[src/rtl/rxwb_pkg.sv]
package rxwb_pkg;

  typedef enum logic [2:0] {
    ST_IDLE,
    ST_DROP,
    ST_RD_CTL,
    ST_RD_SIZE,
    ST_RD_BUF,
    ST_DATA,
    ST_FLUSH,
    ST_WB
  } rxwb_state_e;

  typedef enum logic [1:0] {
    CLS_UNI   = 2'd0,
    CLS_MULTI = 2'd1,
    CLS_BCAST = 2'd2
  } frame_class_e;

  localparam int OWN_BIT      = 31;
  localparam int WRAP_BIT     = 15;
  localparam int SIZE_OFS     = 4;
  localparam int BUF_OFS      = 8;
  localparam int DESC_BYTES   = 32;
  localparam int CRC_BYTES    = 4;
  localparam int RUNT_MIN     = 12;
  localparam int DA_BYTES     = 6;
  localparam logic [15:0] DONE_FLAGS = 16'h0300;

endpackage

[src/rtl/rxwb_classify.sv]
module rxwb_classify
  import rxwb_pkg::*;
#(
  parameter int LEN_W = 16
) (
  input  logic             clk,
  input  logic             rst_n,
  input  logic             clr,
  input  logic             take,
  input  logic [LEN_W-1:0] idx,
  input  logic [7:0]       data,
  output frame_class_e     cls
);

  logic ones_q, ones_d;
  logic grp_q, grp_d;

  always_comb begin
    ones_d = ones_q;
    grp_d  = grp_q;
    if (clr) begin
      ones_d = 1'b1;
      grp_d  = 1'b0;
    end else if (take) begin
      if (idx == '0) grp_d = data[0];
      if (idx < LEN_W'(DA_BYTES)) ones_d = ones_q & (data == 8'hFF);
    end
  end

  always_ff @(posedge clk or negedge rst_n) begin
    if (!rst_n) begin
      ones_q <= 1'b1;
      grp_q  <= 1'b0;
    end else if (clr || take) begin
      ones_q <= ones_d;
      grp_q  <= grp_d;
    end
  end

  always_comb begin
    if (ones_q)     cls = CLS_BCAST;
    else if (grp_q) cls = CLS_MULTI;
    else            cls = CLS_UNI;
  end


  bcast_is_group_chk: assert property (@(posedge clk) disable iff (!rst_n)
    (ones_q && !clr && $past(take) && $past(idx) == '0) |-> grp_q);

endmodule

[src/rtl/rxwb_pack.sv]
module rxwb_pack #(
  parameter int LEN_W = 16,
  localparam int WIDX_W = LEN_W - 2
) (
  input  logic              clk,
  input  logic              rst_n,
  input  logic              clr,
  input  logic              take,
  input  logic [7:0]        data,
  input  logic              last,
  input  logic              ack,
  output logic [31:0]       word,
  output logic [3:0]        be,
  output logic              pend,
  output logic [WIDX_W-1:0] widx
);

  logic [31:0]       word_q, word_d;
  logic [3:0]        be_q, be_d;
  logic [1:0]        lane_q, lane_d;
  logic              pend_q, pend_d;
  logic [WIDX_W-1:0] widx_q, widx_d;
  logic              upd;

  always_comb begin
    word_d = word_q;
    be_d   = be_q;
    lane_d = lane_q;
    pend_d = pend_q;
    widx_d = widx_q;
    if (clr) begin
      be_d   = '0;
      lane_d = '0;
      pend_d = 1'b0;
      widx_d = '0;
    end else if (ack && pend_q) begin
      pend_d = 1'b0;
      be_d   = '0;
      widx_d = widx_q + 1'b1;
    end else if (take) begin
      word_d[{lane_q, 3'b000} +: 8] = data;
      be_d[lane_q] = 1'b1;
      lane_d = lane_q + 1'b1;
      if (lane_q == 2'd3 || last) pend_d = 1'b1;
    end
  end

  assign upd = clr || (ack && pend_q) || take;

  always_ff @(posedge clk or negedge rst_n) begin
    if (!rst_n) begin
      word_q <= '0;
      be_q   <= '0;
      lane_q <= '0;
      pend_q <= 1'b0;
      widx_q <= '0;
    end else if (upd) begin
      word_q <= word_d;
      be_q   <= be_d;
      lane_q <= lane_d;
      pend_q <= pend_d;
      widx_q <= widx_d;
    end
  end

  assign word = word_q;
  assign be   = be_q;
  assign pend = pend_q;
  assign widx = widx_q;


  take_while_pend_chk: assert property (@(posedge clk) disable iff (!rst_n)
    !(take && pend_q));


  pend_has_bytes_chk: assert property (@(posedge clk) disable iff (!rst_n)
    pend_q |-> (be_q != 4'b0000));

endmodule

[src/rtl/rxwb_stats.sv]
module rxwb_stats
  import rxwb_pkg::*;
#(
  parameter int CNT_W = 64
) (
  input  logic             clk,
  input  logic             rst_n,
  input  logic             bump,
  input  frame_class_e     cls,
  input  logic [15:0]      add_len,
  output logic [CNT_W-1:0] cnt_frames,
  output logic [CNT_W-1:0] cnt_bytes,
  output logic [CNT_W-1:0] cnt_mcast,
  output logic [CNT_W-1:0] cnt_bcast
);

  logic [CNT_W-1:0] fr_q, fr_d, by_q, by_d, mc_q, mc_d, bc_q, bc_d;

  always_comb begin
    fr_d = fr_q + CNT_W'(1);
    by_d = by_q + CNT_W'(add_len);
    mc_d = (cls == CLS_MULTI) ? mc_q + CNT_W'(1) : mc_q;
    bc_d = (cls == CLS_BCAST) ? bc_q + CNT_W'(1) : bc_q;
  end

  always_ff @(posedge clk or negedge rst_n) begin
    if (!rst_n) begin
      fr_q <= '0;
      by_q <= '0;
      mc_q <= '0;
      bc_q <= '0;
    end else if (bump) begin
      fr_q <= fr_d;
      by_q <= by_d;
      mc_q <= mc_d;
      bc_q <= bc_d;
    end
  end

  assign cnt_frames = fr_q;
  assign cnt_bytes  = by_q;
  assign cnt_mcast  = mc_q;
  assign cnt_bcast  = bc_q;


  class_sum_chk: assert property (@(posedge clk) disable iff (!rst_n)
    (mc_q + bc_q) <= fr_q);


  bytes_follow_frames_chk: assert property (@(posedge clk) disable iff (!rst_n)
    !$stable(by_q) |-> !$stable(fr_q));

endmodule

[src/rtl/rx_desc_wb.sv]
module rx_desc_wb
  import rxwb_pkg::*;
#(
  parameter int AW    = 32,
  parameter int LEN_W = 16,
  parameter int CNT_W = 64
) (
  input  logic             clk,
  input  logic             rst_n,
  input  logic             rx_run,
  input  logic             ring_load,
  input  logic [AW-1:0]    ring_base,
  input  logic             in_valid,
  input  logic [7:0]       in_data,
  input  logic             in_last,
  output logic             in_ready,
  output logic             mem_req,
  output logic             mem_we,
  output logic [AW-1:0]    mem_addr,
  output logic [31:0]      mem_wdata,
  output logic [3:0]       mem_be,
  input  logic             mem_ack,
  input  logic [31:0]      mem_rdata,
  output logic [AW-1:0]    cur_desc,
  output logic             evt_rx_done,
  output logic             evt_normal,
  output logic             evt_buf_unavail,
  output logic             evt_abnormal,
  output logic [CNT_W-1:0] cnt_frames,
  output logic [CNT_W-1:0] cnt_bytes,
  output logic [CNT_W-1:0] cnt_mcast,
  output logic [CNT_W-1:0] cnt_bcast
);

  localparam int WIDX_W = LEN_W - 2;

  rxwb_state_e      state_q, state_d;
  logic [AW-1:0]    cur_q, cur_d, base_q, base_d, buf_q, buf_d;
  logic             owned_q, owned_d, wrap_q, wrap_d;
  logic [LEN_W-1:0] len_q, len_d;
  logic             ri_q, ri_d, nis_q, nis_d, ru_q, ru_d, ais_q, ais_d;

  logic             take, frame_clr, store, stat_bump, pk_ack;
  logic [31:0]      pk_word;
  logic [3:0]       pk_be;
  logic             pk_pend;
  logic [WIDX_W-1:0] pk_widx;
  logic [15:0]      rep_len;
  frame_class_e     cls;

  assign take      = in_valid && in_ready;
  assign frame_clr = (state_q == ST_IDLE) && in_valid;
  assign store     = take && owned_q && (state_q == ST_DATA);
  assign rep_len   = 16'(len_q) + 16'(CRC_BYTES);

  always_comb begin
    in_ready = 1'b0;
    case (state_q)
      ST_DROP: in_ready = 1'b1;
      ST_DATA: in_ready = !pk_pend;
      default: in_ready = 1'b0;
    endcase
  end

  // next-state logic
  always_comb begin
    state_d   = state_q;
    cur_d     = cur_q;
    base_d    = base_q;
    buf_d     = buf_q;
    owned_d   = owned_q;
    wrap_d    = wrap_q;
    len_d     = len_q;
    ri_d      = 1'b0;
    nis_d     = 1'b0;
    ru_d      = 1'b0;
    ais_d     = 1'b0;
    stat_bump = 1'b0;
    pk_ack    = 1'b0;
    mem_req   = 1'b0;
    mem_we    = 1'b0;
    mem_addr  = cur_q;
    mem_wdata = '0;
    mem_be    = 4'hF;

    case (state_q)
      ST_IDLE: begin
        if (in_valid) begin
          len_d   = '0;
          owned_d = 1'b0;
          wrap_d  = 1'b0;
          state_d = rx_run ? ST_RD_CTL : ST_DROP;
        end
      end
      ST_DROP: begin
        if (take && in_last) state_d = ST_IDLE;
      end
      ST_RD_CTL: begin
        mem_req = 1'b1;
        if (mem_ack) begin
          owned_d = mem_rdata[OWN_BIT];
          state_d = mem_rdata[OWN_BIT] ? ST_RD_SIZE : ST_DATA;
        end
      end
      ST_RD_SIZE: begin
        mem_req  = 1'b1;
        mem_addr = cur_q + AW'(SIZE_OFS);
        if (mem_ack) begin
          wrap_d  = mem_rdata[WRAP_BIT];
          state_d = ST_RD_BUF;
        end
      end
      ST_RD_BUF: begin
        mem_req  = 1'b1;
        mem_addr = cur_q + AW'(BUF_OFS);
        if (mem_ack) begin
          buf_d   = AW'(mem_rdata);
          state_d = ST_DATA;
        end
      end
      ST_DATA, ST_FLUSH: begin
        if (pk_pend) begin
          mem_req   = 1'b1;
          mem_we    = 1'b1;
          mem_addr  = buf_q + AW'({pk_widx, 2'b00});
          mem_wdata = pk_word;
          mem_be    = pk_be;
          pk_ack    = mem_ack;
        end
        if (state_q == ST_DATA) begin
          if (take) begin
            len_d = len_q + 1'b1;
            if (in_last) state_d = ST_FLUSH;
          end
        end else if (!pk_pend) begin
          if (len_q < LEN_W'(RUNT_MIN)) begin
            ri_d    = 1'b1;
            nis_d   = 1'b1;
            state_d = ST_IDLE;
          end else if (!owned_q) begin
            ru_d    = 1'b1;
            ais_d   = 1'b1;
            state_d = ST_IDLE;
          end else begin
            state_d = ST_WB;
          end
        end
      end
      ST_WB: begin
        mem_req   = 1'b1;
        mem_we    = 1'b1;
        mem_wdata = {rep_len, DONE_FLAGS};
        if (mem_ack) begin
          cur_d     = wrap_q ? base_q : cur_q + AW'(DESC_BYTES);
          stat_bump = 1'b1;
          ri_d      = 1'b1;
          nis_d     = 1'b1;
          state_d   = ST_IDLE;
        end
      end
      default: state_d = ST_IDLE;
    endcase

    if (ring_load) begin
      base_d = ring_base;
      cur_d  = ring_base;
    end
  end

  // registers
  always_ff @(posedge clk or negedge rst_n) begin
    if (!rst_n) begin
      state_q <= ST_IDLE;
      cur_q   <= '0;
      base_q  <= '0;
      buf_q   <= '0;
      owned_q <= 1'b0;
      wrap_q  <= 1'b0;
      len_q   <= '0;
      ri_q    <= 1'b0;
      nis_q   <= 1'b0;
      ru_q    <= 1'b0;
      ais_q   <= 1'b0;
    end else begin
      state_q <= state_d;
      cur_q   <= cur_d;
      base_q  <= base_d;
      buf_q   <= buf_d;
      owned_q <= owned_d;
      wrap_q  <= wrap_d;
      len_q   <= len_d;
      ri_q    <= ri_d;
      nis_q   <= nis_d;
      ru_q    <= ru_d;
      ais_q   <= ais_d;
    end
  end

  rxwb_pack #(.LEN_W(LEN_W)) u_pack (
    .clk   (clk),
    .rst_n (rst_n),
    .clr   (frame_clr),
    .take  (store),
    .data  (in_data),
    .last  (in_last),
    .ack   (pk_ack),
    .word  (pk_word),
    .be    (pk_be),
    .pend  (pk_pend),
    .widx  (pk_widx)
  );

  rxwb_classify #(.LEN_W(LEN_W)) u_cls (
    .clk   (clk),
    .rst_n (rst_n),
    .clr   (frame_clr),
    .take  (take && state_q == ST_DATA),
    .idx   (len_q),
    .data  (in_data),
    .cls   (cls)
  );

  rxwb_stats #(.CNT_W(CNT_W)) u_stats (
    .clk        (clk),
    .rst_n      (rst_n),
    .bump       (stat_bump),
    .cls        (cls),
    .add_len    (rep_len),
    .cnt_frames (cnt_frames),
    .cnt_bytes  (cnt_bytes),
    .cnt_mcast  (cnt_mcast),
    .cnt_bcast  (cnt_bcast)
  );

  assign cur_desc        = cur_q;
  assign evt_rx_done     = ri_q;
  assign evt_normal      = nis_q;
  assign evt_buf_unavail = ru_q;
  assign evt_abnormal    = ais_q;


  drop_no_mem_chk: assert property (@(posedge clk) disable iff (!rst_n)
    (state_q == ST_DROP) |-> !mem_req);


  runt_no_count_chk: assert property (@(posedge clk) disable iff (!rst_n)
    stat_bump |-> (len_q >= LEN_W'(RUNT_MIN)));


  ru_excl_chk: assert property (@(posedge clk) disable iff (!rst_n)
    evt_buf_unavail |-> (!evt_rx_done && evt_abnormal));


  unowned_no_write_chk: assert property (@(posedge clk) disable iff (!rst_n)
    (mem_req && mem_we) |-> owned_q);


  ptr_step_chk: assert property (@(posedge clk) disable iff (!rst_n)
    (!$stable(cur_desc) && !$past(ring_load)) |->
      (cur_desc == $past(cur_desc) + AW'(DESC_BYTES) || cur_desc == base_q));


  mem_hold_chk: assert property (@(posedge clk) disable iff (!rst_n)
    (mem_req && !mem_ack && !ring_load) |=>
      (mem_req && $stable(mem_addr) && $stable(mem_we) && $stable(mem_wdata)));


  done_pulse_chk: assert property (@(posedge clk) disable iff (!rst_n)
    evt_rx_done |=> !evt_rx_done);

endmodule

[config.mk]
export PLATFORM = sky130hd
export DESIGN_NAME = rx_desc_wb
export DESIGN_NICKNAME = d
export VERILOG_FILES = /design/src/rtl/rxwb_pkg.sv /design/src/rtl/rxwb_classify.sv /design/src/rtl/rxwb_pack.sv /design/src/rtl/rxwb_stats.sv /design/src/rtl/rx_desc_wb.sv
export SDC_FILE = /design/constraint.sdc
export NUM_CORES = 1
export LEC_CHECK = 0
export BUFFER_PORTS_ARGS = -buffer_cell sky130_fd_sc_hd__buf_2
export CORE_ASPECT_RATIO = 0.75
export CORE_MARGIN = 5
export CORE_UTILIZATION = 45
export CTS_CLUSTER_DIAMETER = 120
export DETAILED_ROUTE_END_ITERATION = 8
export PLACE_DENSITY = 0.64
export SYNTH_ARGS = -nofsm -noshare
export SYNTH_HDL_FRONTEND = slang
export SYNTH_SLANG_ARGS = --single-unit
[constraint.sdc]
create_clock -name clk -period 4.3 [get_ports clk]
set_input_delay 0.645 -clock clk [delete_from_list [all_inputs] [get_ports clk]]
set_output_delay 0.645 -clock clk [all_outputs]
set_load 0.05 [all_outputs]
# Yosys cells after proc, flatten, opt, wreduce, memory -nomap -nowiden
# Cells that the tools add are included.
dict set report totals {
  output_inout_bits 363
  register_bits 430
  word_cells 184
  inputBits 79
}
dict set report classes {
  order_cmp 4
  shifts 2
  reduce_logical 44
  add_sub_neg 13
  n_bitwise 4
  mux 74
  n_eq_ne 23
}
# operator n
set op_table {}
lappend op_table {{adder 64 x 1 -> 64 bit (second input constant)} 3}
lappend op_table {{2-to-1 mux 32 bit} 6}
lappend op_table {{case mux 32 bit (3 select lines)} 1}
lappend op_table {{adder 64 x 16 -> 64 bit} 1}
lappend op_table {{case mux 32 bit (2 select lines)} 1}
lappend op_table {{2-to-1 mux 16 bit} 3}
lappend op_table {{2-to-1 mux 3 bit} 13}
lappend op_table {{adder 32 x 16 -> 32 bit} 1}
lappend op_table {{adder 32 x 3 -> 32 bit (second input constant)} 1}
lappend op_table {{adder 32 x 4 -> 32 bit (second input constant)} 1}
lappend op_table {{adder 32 x 6 -> 32 bit (second input constant)} 1}
lappend op_table {{bitwise mux 32 bit} 1}
lappend op_table {{case mux 16 bit (2 select lines)} 1}
lappend op_table {{variable shift 8 x 7 -> 32 bit (first input constant)} 1}
lappend op_table {{indexed part select 8 x 7 -> 32 bit} 1}
lappend op_table {{2-to-1 mux 1 bit} 28}
lappend op_table {{2-to-1 mux 14 bit} 2}
lappend op_table {{case mux 3 bit (7 select lines)} 1}
lappend op_table {{2-to-1 mux 4 bit} 5}
lappend op_table {{nonzero test 2 bit} 10}
lappend op_table {{AND reduction 3 bit} 6}
lappend op_table {{adder 16 x 1 -> 16 bit (second input constant)} 1}
lappend op_table {{adder 16 x 3 -> 16 bit (second input constant)} 1}
lappend op_table {{zero test 16 bit} 1}
lappend op_table {{32 further kinds} 73}

# Depth between registers and ports, before layout
# Gate-level depths: netlist of the first run.
dict set report depth {
  ltp_word 8
  depth_mapped 15
}

# By module
# Synthesis of the first run repeated with hierarchy kept, for this count alone.
dict set report hier_totals {
  hier_cells 2496
  hier_area_um2 23889.2
}
# mod instances cells_each seq_area_each_um2 area_each_um2
set by_module_without_submodules {}
lappend by_module_without_submodules {rxwb_stats 1 1123 6406.1 12359.4}
lappend by_module_without_submodules {rx_desc_wb 1 1100 2977.9 8927.3}
lappend by_module_without_submodules {rxwb_pack 1 254 1326.3 2419.8}
lappend by_module_without_submodules {rxwb_classify 1 19 51.3 182.7}

# Worst setup path after synthesis of the first run
# OpenSTA, ideal clock, no wires.
dict set report synth_path {
  path_kind {reg-to-output}
  start {register cur_q[3] (netlist: cur_desc[3])}
  end {output mem_addr[12]}
  t_required_ns 3.655
  arrival_ns 3.449
  stages_incl_launch_ff 6
  slack_ns 0.206
  path_cell_list {dfrtp_1 -> ha_1 -> and2_1 -> clkbuf_1 -> a21oi_1 -> o311ai_0}
}
dict set report synth_between {
  elab_chain_cells 2
}
# item line_no
set synth_lines {}
lappend synth_lines {{start: declaration} rx_desc_wb.sv:38} ;# logic [AW-1:0] cur_q, cur_d, base_q, base_d, buf_q, buf_d;
lappend synth_lines {{start signal: assignment} rx_desc_wb.sv:186} ;# cur_q <= cur_d;
lappend synth_lines {{adder 32 x 4 -> 32 bit or adder 32 x 3 -> 32 bit (tied branches)} {rx_desc_wb.sv:115, rx_desc_wb.sv:107}}
lappend synth_lines {{case mux 32 bit (3 select lines) *} rx_desc_wb.sv:86} ;# case (state_q)
lappend synth_lines {{end: declaration} rx_desc_wb.sv:19} ;# output logic [AW-1:0] mem_addr,
# Every way passes the cells marked *; elsewhere a longest branch is shown, timed or not.

# Worst setup path after layout of the first run
dict set report layout_path {
  start {register cur_q[7] (netlist: cur_desc[7])}
  end {output mem_addr[20]}
}
# Same word-level chain as after synthesis.

==> impl_results.md, run 1 <==
- Largest net degree at the start of global routing: 120
- Number of synthesized flops with an enable pin: 0
- Fin crit share: a little over nine tenths
- Sink Count: 430
- Synth Register Bits: 430
- Post-synthesis sequential area ratio: 46.49%
- Max-slew violation count: 0
- H-tree levels: 2
- Syn Inst Count: 2,446
- Worst-path fanout max: 11
- Hpwl dp: 56,870 µm
- Die area: 56,130 µm²
- Comb pwr share: around 31%
- Wire per inst: 21.27 µm
- Vias: 20,420
- Int Power: slightly below 8 mW
- Vias in the first global route: 19,410
- Mapped Avg Cell Area: 9.464 µm²
- Setup tns final: 0 ps
- I/O Buffers: 441
- GRT Util Overall: 26.05%
- Clock Skew: 15.57 ps
- Aggregate routed wire length: 75,990 µm
- Slew @ Worst Pin: between 1000 and 1500 ps
- Run status: completed
- Core ar.: 51,260 µm²
- WP data required: 3650 ps
- Fmax: 239.2 MHz
- Synth Cell Area: 23,150 µm²
- Total CTS buffers: 46
- Bufs on Longest Clock Path: 3
- CP Launch Type: register
- Antenna Violating Nets Remaining: 0
- CP arrival: 3530 ps
- Power Density: 464.9 nW/µm²
- Switch share: 39.35%
- Worst slew margin: roughly a quarter
- Layout cells sized above 1: a little over a fifth
- Horiz. Die Dim: 271.9 µm
- Starting Density: approximately 45%
- Worst Setup End Kind: output port
- Die Span Y: around 210 µm
- Max VDD drop: 0.3923 mV
- Worst-path clk slew: about 60 ps
- Worst hold path type: in2async
- Cts hold-fix bufs: 0
- Number of hold violations in the final report: 0
- FP Rows: 72
- GR Overflow Total: 0
- First-pass GRT wire length: 116,200 µm
- Post-route DRC: 0
- Clock Power Share: 30.5%
- GPL Wtd Cong: 0.9895
- First-iteration detailed-routing DRC count: approximately 2,000
- DR vias/cell: between 5 and 6
- Number of synthesis warnings: 0
- DRT Pass-1 Iters: 5
- Number of max-cap violations: 0
- Initial antenna violation count: 5
- # nets final: 2,998
- Skew-Pair Late Insertion Delay: around 570 ps
- Register share of total power: 38.5%
- Cell variety after synth: 82
- Min Tclk post-route: 4180 ps
- Final setup fails: 0
- Tot Pwr: 12.83 mW
- Root Driver: clkbuf_16
- Net Count, Synth: 2,578
- CP Class: reg2out
- Ys async rst share: 100.0%
- LEAKAGE: 13.43 nW
- Io pins: 442
- Area Growth Syn to Fin: 19.25%
- Net Sw Power: 5.050 mW
- Dominant synthesized flop cell: dfrtp_1
- Unrepaired setup endpoints after global routing: no
- TritonCTS clock tree: yes
repair_timing:
action	CTS	global route
resized for setup	0	7
setup buffers	0	3
endpoints found under the setup margin	0	14
cells in the mapped netlist (4+ instances only):
cell / count / area share [%]
a211oi_1: 7 / 0.23
a21boi_0: 4 / 0.13
a21o_1: 19 / 0.62
a21oi_1: 84 / 1.8
a22o_1: 20 / 0.76
a22oi_1: 15 / 0.49
a31oi_1: 20 / 0.54
and2_1: 42 / 1.1
and3_1: 82 / 2.2
and4_1: 31 / 1.2
buf_1: 7 / 0.11
buf_2: 22 / 0.48
buf_4: 7 / 0.23
clkbuf_1: 78 / 1.3
dfrtp_1: 429 / 46
ha_1: 51 / 2.8
inv_1: 67 / 1.1
mux2_2: 41 / 2.0
mux2i_1: 6 / 0.26
nand2_1: 308 / 5.0
nand2b_1: 13 / 0.35
nand3_1: 142 / 3.1
nand4_1: 91 / 2.5
nor2_1: 146 / 2.4
nor2b_1: 8 / 0.22
nor3_1: 43 / 0.93
nor3_2: 4 / 0.17
nor3b_1: 7 / 0.23
nor4_1: 16 / 0.43
o211ai_1: 7 / 0.23
o21a_1: 13 / 0.42
o21ai_0: 184 / 4.0
o21bai_1: 5 / 0.16
o221ai_1: 9 / 0.34
o22ai_1: 9 / 0.24
o31ai_1: 16 / 0.52
o41ai_1: 4 / 0.15
or2_2: 5 / 0.14
or3_1: 8 / 0.22
xnor2_1: 210 / 7.9
xor2_1: 98 / 3.7
power by group through the flow:
stage	Sequential, mW	Combinational [mW]	Clock (mW)
4_1_cts	4.92	3.92	4.00
6_report	4.94	3.98	3.91
3_3_place_gp	4.98	3.85	0
5_1_grt	4.99	4.26	4.16
2_1_floorplan	5.05	2.52	0
3_5_place_dp	4.99	3.90	0
layer usage:
metal | routed length [µm] | GRT usage [%]
met5 | 14 | 0
met4 | 2176 | 7.477
met3 | 7402 | 7.544
met2 | 31590 | 36.89
met1 | 34800 | 38.77
cell type report:
class	instances	area, µm²
diodes	5	12.51
clock buffers	72	1400
inverters	67	251.5
flip-flops and latches	430	10760
well taps	666	833.3
multi-input cells	1835	11690
repair buffers	486	2595
fillers	4704	23650
clock inverters	11	63.81
critical path: stages, from the launching register on:
cell	delay [ps]
dfrtp_1	560
nand3_2	310
or4_1	790
o41ai_2	330
a2111oi_0	160
o21a_1	220
o21a_1	160
o22a_1	200
buf_2	210
registers in the layout, summed over array words and instances, names as in the netlist, 2 cells and up:
register,cells
cur_desc,32
u_pack.word,32
u_stats.cnt_bcast,64
u_stats.cnt_frames,64
buf_q,32
len_q,16
u_pack.lane_q,2
u_stats.cnt_mcast,64
u_pack.be,4
u_stats.cnt_bytes,64
u_pack.widx,14
base_q,32
state_q,3
cell usage in the layout (no fill, tap or decap), drive strengths merged, types with 4 or more instances in the layout:
cell type  instances
diode              5
buf              486
clkbuf            72
o41ai              5
nor3b              8
a21oi             84
a22oi             15
mux2i              6
nor4              21
nand4             93
nand2            308
o21a              13
o211ai             7
nor2b              8
a211oi             7
o22ai              9
nand3            146
nor3              47
and2              44
and3              82
or3                8
clkinv             8
xor2              99
a21boi             4
nand2b            13
o21bai             5
dfrtp            429
and4              31
a31oi             21
nor2             146
a22o              20
o31ai             16
ha                51
mux2              41
inv               68
a21o              19
o221ai             9
or2                7
xnor2            210
o21ai            187
logic make-up (layout without fill, tap and decap cells):
logic type	Yosys count	count (layout)	share of synthesized area, %
adder cells (fa/ha/maj)	53	53	2.929
XOR/XNOR	309	309	11.72
buffers and inverters	181	636	3.167
multiplexers	47	47	2.254
flip-flops	430	430	46.49
AND/OR/NAND/NOR	974	974	21.42
other	0	5	0
AO/OA/AOI/OAI	452	452	12.02
path summary, 6_finish.rpt:
path                       cells past startpoint  slack (ps)                      to                   start
min reg2reg                                    1         460  u_stats.cnt_frames[63]  u_stats.cnt_frames[63]
max reg2reg                                   13         270   u_stats.cnt_bytes[46]                len_q[4]
min                                            1          70   u_stats.cnt_bcast[30]                   rst_n
max in group asynchronous                      2        3070   u_stats.cnt_bcast[61]                   rst_n
min in group clk                               3         300               buf_q[25]           mem_rdata[25]
max                                            8         120            mem_addr[20]             cur_desc[7]
stage by stage:
step           hold slack [ps]  utilization (%)  std cells  area (µm²)  setup slack (ps)
6_report                 71.92            53.86       3572       27610             120.2
5_1_grt                  175.5            53.84       3569       27600             1.938
4_1_cts                  206.3            53.74       3564       27550             24.04
3_5_place_dp             457.1            50.88       3481       26080             430.9
3_3_place_gp             451.0            50.88       3481       26080             593.6
2_1_floorplan            349.4                -       2446       23150             205.6
Note: power is estimated with default switching activity, not from simulation.
==> inputs of run 2 (changes only) <==
--- a/config.mk
+++ b/config.mk
@@ -11,7 +11,8 @@
 export CORE_UTILIZATION = 45
 export CTS_CLUSTER_DIAMETER = 120
 export DETAILED_ROUTE_END_ITERATION = 8
-export PLACE_DENSITY = 0.64
+export PLACE_DENSITY = 0.77
 export SYNTH_ARGS = -nofsm -noshare
 export SYNTH_HDL_FRONTEND = slang
+export SYNTH_HIERARCHICAL = 1
 export SYNTH_SLANG_ARGS = --single-unit
==> run 2 against run 1 <==
The flow now finishes with violations (design-rule violations). Worst hold slack better by 63 ps. Utilization is 0.19 points higher. Register-to-register slack better by 300 ps. Via count is 2.3% higher. Maximum frequency is 1.0% higher. Clock power is 12% higher. Routed wire length is 6.2% lower. Critical path type unchanged. Largest power group unchanged.
==> impl_results.md, run 2 <==
- Worst Setup End Kind: output port
- First-iteration detailed-routing DRC count: 2,013 (+0.15%)
- Crit path cell chain: ha_2, nand4_4, nor2_4, nand2_2, nor3_2, a31oi_1, or3_1, a221o_1, buf_2
- Wire per inst: 19.51 µm (-8.3%)
- Hpwl dp: 53,140 µm (-6.6%)
- Area of the multi-input gates: 12,370 µm² (+5.8%)
- Sink Count: 430 (unchanged)
- Number of hold violations in the final report: 0 (unchanged)
- Tot Pwr: 13.81 mW (+7.6%)
- Mapped Avg Cell Area: 9.571 µm² (+1.1%)
- Synth Register Bits: 430 (unchanged)
- WP data required: 3650 ps (about the same)
- Fin util: 54.05% (+0.19 points)
- Max-slew violation count: 0 (unchanged)
- Worst-path fanout max: 10 (-1)
- Bufs on Longest Clock Path: 3 (unchanged)
- Layout cells sized above 1: 23.64% (+1.8 points)
- I/O Buffers: 441 (unchanged)
- Largest net degree at the start of global routing: 110 (-8.3%)
- Slew @ Worst Pin: 1036 ps (-78.53 ps)
- Post-synthesis xor/xnor area fraction: 11.37% (-0.36 points)
- Syn Inst Count: 2,496 (+2.0%)
- Fin cells: 3,652 (+2.2%)
- Clock Skew: 20.01 ps (+4.438 ps)
- FF-to-FF setup slack: 570 ps (+300 ps)
- Register area: 10,770 µm² (about the same)
- DR vias/cell: 5.718 (about the same)
- Largest cells by area after synthesis: dfrtp_1 (45%), xnor2_1 (7.9%), nand2_1 (4.7%), xor2_1 (3.4%), nand3_1 (3.2%)
- Final setup fails: 0 (unchanged)
- Fin crit share: 96.20% (-1.0 points)
- Placed insts: 3,567 (+2.5%)
- Setup tns final: 0 ps (unchanged)
- CP Launch Type: register
- Cell at the slowest stage of the critical path: dfrtp_1
- Critical path launch point: cur_desc[6]
- Aggregate routed wire length: 71,260 µm (-6.2%)
- Post-route DRC: 1 (+1)
- Max VDD drop: 0.6158 mV (+57%)
- Multiplexer area fraction after synthesis: 2.938% (+0.68 points)
- First-pass GRT wire length: 112,000 µm (-3.6%)
- FP Rows: 73 (+1.4%)
- GR Overflow Total: 0 (unchanged)
- Hold WS: 135.2 ps (+63.29 ps)
- Most common cell after layout, fill and taps aside: buf_2
- Fill count: 4,691 (-0.28%)
- Post-Synth Adder-Cell Area: 2.629% (-0.30 points)
- Failing checks: design-rule violations
- H-tree levels: 2 (unchanged)
- Worst-path clk slew: 70 ps (about the same)
- FF-to-FF Start: len_q[8]
- Top-count cell post-synth: dfrtp_1
- Starting Density: 45.25% (+0.088 points)
- Root Driver: clkbuf_16
- Synth Cell Area: 23,890 µm² (+3.2%)
- Cell variety after synth: 100 (+22%)
- Top cell type's share of synthesized area: 44.94% (-1.4 points)
- Number of synthesized flops with an enable pin: 0 (unchanged)
- Die area: 57,840 µm² (+3.1%)
- GRT Util Overall: 23.40% (-2.7 points)
- Largest area contributor in the netlist: dfrtp_1
- CP Class: reg2out
- Synth Area in Simple Gates: 22.59% (+1.2 points)
- Power Density: 484.0 nW/µm² (+4.1%)
- Synth Area in Compound Gates: 12.03% (about the same)
- Slowest Stage Delay on Critical Path: 520 ps (-270 ps)
- Diode count: 0 (-5)
- Worst slew margin: 30.69% (+5.0 points)
- CP arrival: 3490 ps (-40 ps)
- TritonCTS clock tree: yes
- Cts hold-fix bufs: 0 (unchanged)
- LEAKAGE: 13.64 nW (+1.6%)
- Vias: 20,880 (+2.3%)
- Initial antenna violation count: 3 (-2)
- Post-synthesis sequential area ratio: 45.05% (-1.4 points)
- Fmax: 241.7 MHz (+1.0%)
- Number of max-cap violations: 0 (unchanged)
- Min Tclk post-route: 4137 ps (-43.19 ps)
- Area Growth Syn to Fin: 19.44%
- Number of synthesis warnings: 6 (+6)
- Io pins: 442 (unchanged)
- Core ar.: 52,790 µm² (+3.0%)
- Net Count, Synth: 2,624 (+1.8%)
- Dominant synthesized flop cell: dfrtp_1
- Total CTS buffers: 45 (-2.2%)
- Commonest cells post-synth: dfrtp_1 (429), nand2_1 (297), xnor2_1 (216), nand3_1 (155), nor2_1 (149)
- Largest family of logic cells by synthesized area: simple AND/OR/NAND/NOR gates
- Worst hold path type: in2async
- Vias in the first global route: 19,580 (+0.90%)
- Horiz. Die Dim: 276.1 µm (+1.5%)
- Most frequent cells in the layout: buf_2 (438), dfrtp_1 (426), nand2_1 (297), xnor2_1 (216), nand3_1 (155)
- Ys async rst share: 100.0% (unchanged)
- # nets final: 3,031 (+1.1%)
- Run status: finished with violations
- Antenna Violating Nets Remaining: 0 (unchanged)
- Skew-Pair Late Insertion Delay: 580 ps (about the same)
- Unrepaired setup endpoints after global routing: no
- Die Span Y: 209.5 µm (+1.5%)
- DRT Pass-1 Iters: 9 (+4)
- GPL Wtd Cong: 0.9925 (+0.30%)
run 2: cell types whose count changed after synthesis, sizes merged, moves of 8 or more:
cell and delta:
a21o -10, buf +20, o21ai -30, and2 -14
mux2 +16, nand2 -9, a21oi +29, nor3 +8
clkbuf -14, nand3 +13
run 2: area by class of cell:
type,instances,area share [%]
Multi-Input combinational cell,1875,43.35
Sequential cell,430,37.73
Timing Repair Buffer,480,9.033
Clock buffer,58,4.477
Tap cell,712,3.122
Clock inverter,26,1.359
Inverter,71,0.9340
run 2: kinds of logic after synthesis:
family | count (synthesis)
AND/OR/NAND/NOR | 1002
XOR/XNOR | 310
multiplexers | 63
AO/OA/AOI/OAI | 451
buffers and inverters | 191
flip-flops | 430
adder cells (fa/ha/maj) | 49
run 2: path summary, 6_finish.rpt:
kind | depth (start not counted) | endpoint
setup / recovery | 9 | mem_addr[25]
hold / removal | 1 | u_stats/cnt_bytes[37]
setup reg to reg | 12 | u_stats/cnt_bytes[53]
hold reg to reg | 1 | u_stats/cnt_bytes[63]
max in group asynchronous | 2 | cur_desc[5]
min in group clk | 3 | base_q[19]
run 2: power by group:
| part | switching (mW) | total [mW] | internal (mW) |
|---|---|---|---|
| combinational | 3.06 | 4.41 | 1.35 |
| clock | 1.70 | 4.36 | 2.66 |
| sequential | 0.590 | 5.04 | 4.45 |
| total | 5.35 | 13.8 | 8.46 |
run 2: per-layer routing:
layer	global-route usage, %	vias up	part of all wire (%)
met5	0	-	0.039
met4	7.282	6	3.2
met3	4.993	158	8.0
met2	36.44	948	45
met1	33.08	10070	44
li1	-	9704	-
run 2: what timing repair did:
action                     in CTS  in global routing
setup endpoints to repair       0                 13
buffers inserted                0                  1
hold endpoints to repair        0                  0
gates resized for setup         0                 12
run 2: through the flow:
step           worst slack [ps]  area [µm²]
5_1_grt                   4.422       28530
3_3_place_gp              703.9       26820
3_5_place_dp              661.4       26820
6_report                  163.4       28530
2_1_floorplan             475.8       23890
4_1_cts                   23.75       28490
run 2: worst max-delay path: cells and delay by family, from the launching register on:
kind            cells  cell delay (ps)
flops               1              520
simple gates        5             1280
compound gates      2              510
fa+ha+maj           1              360
buf+inv             1              240
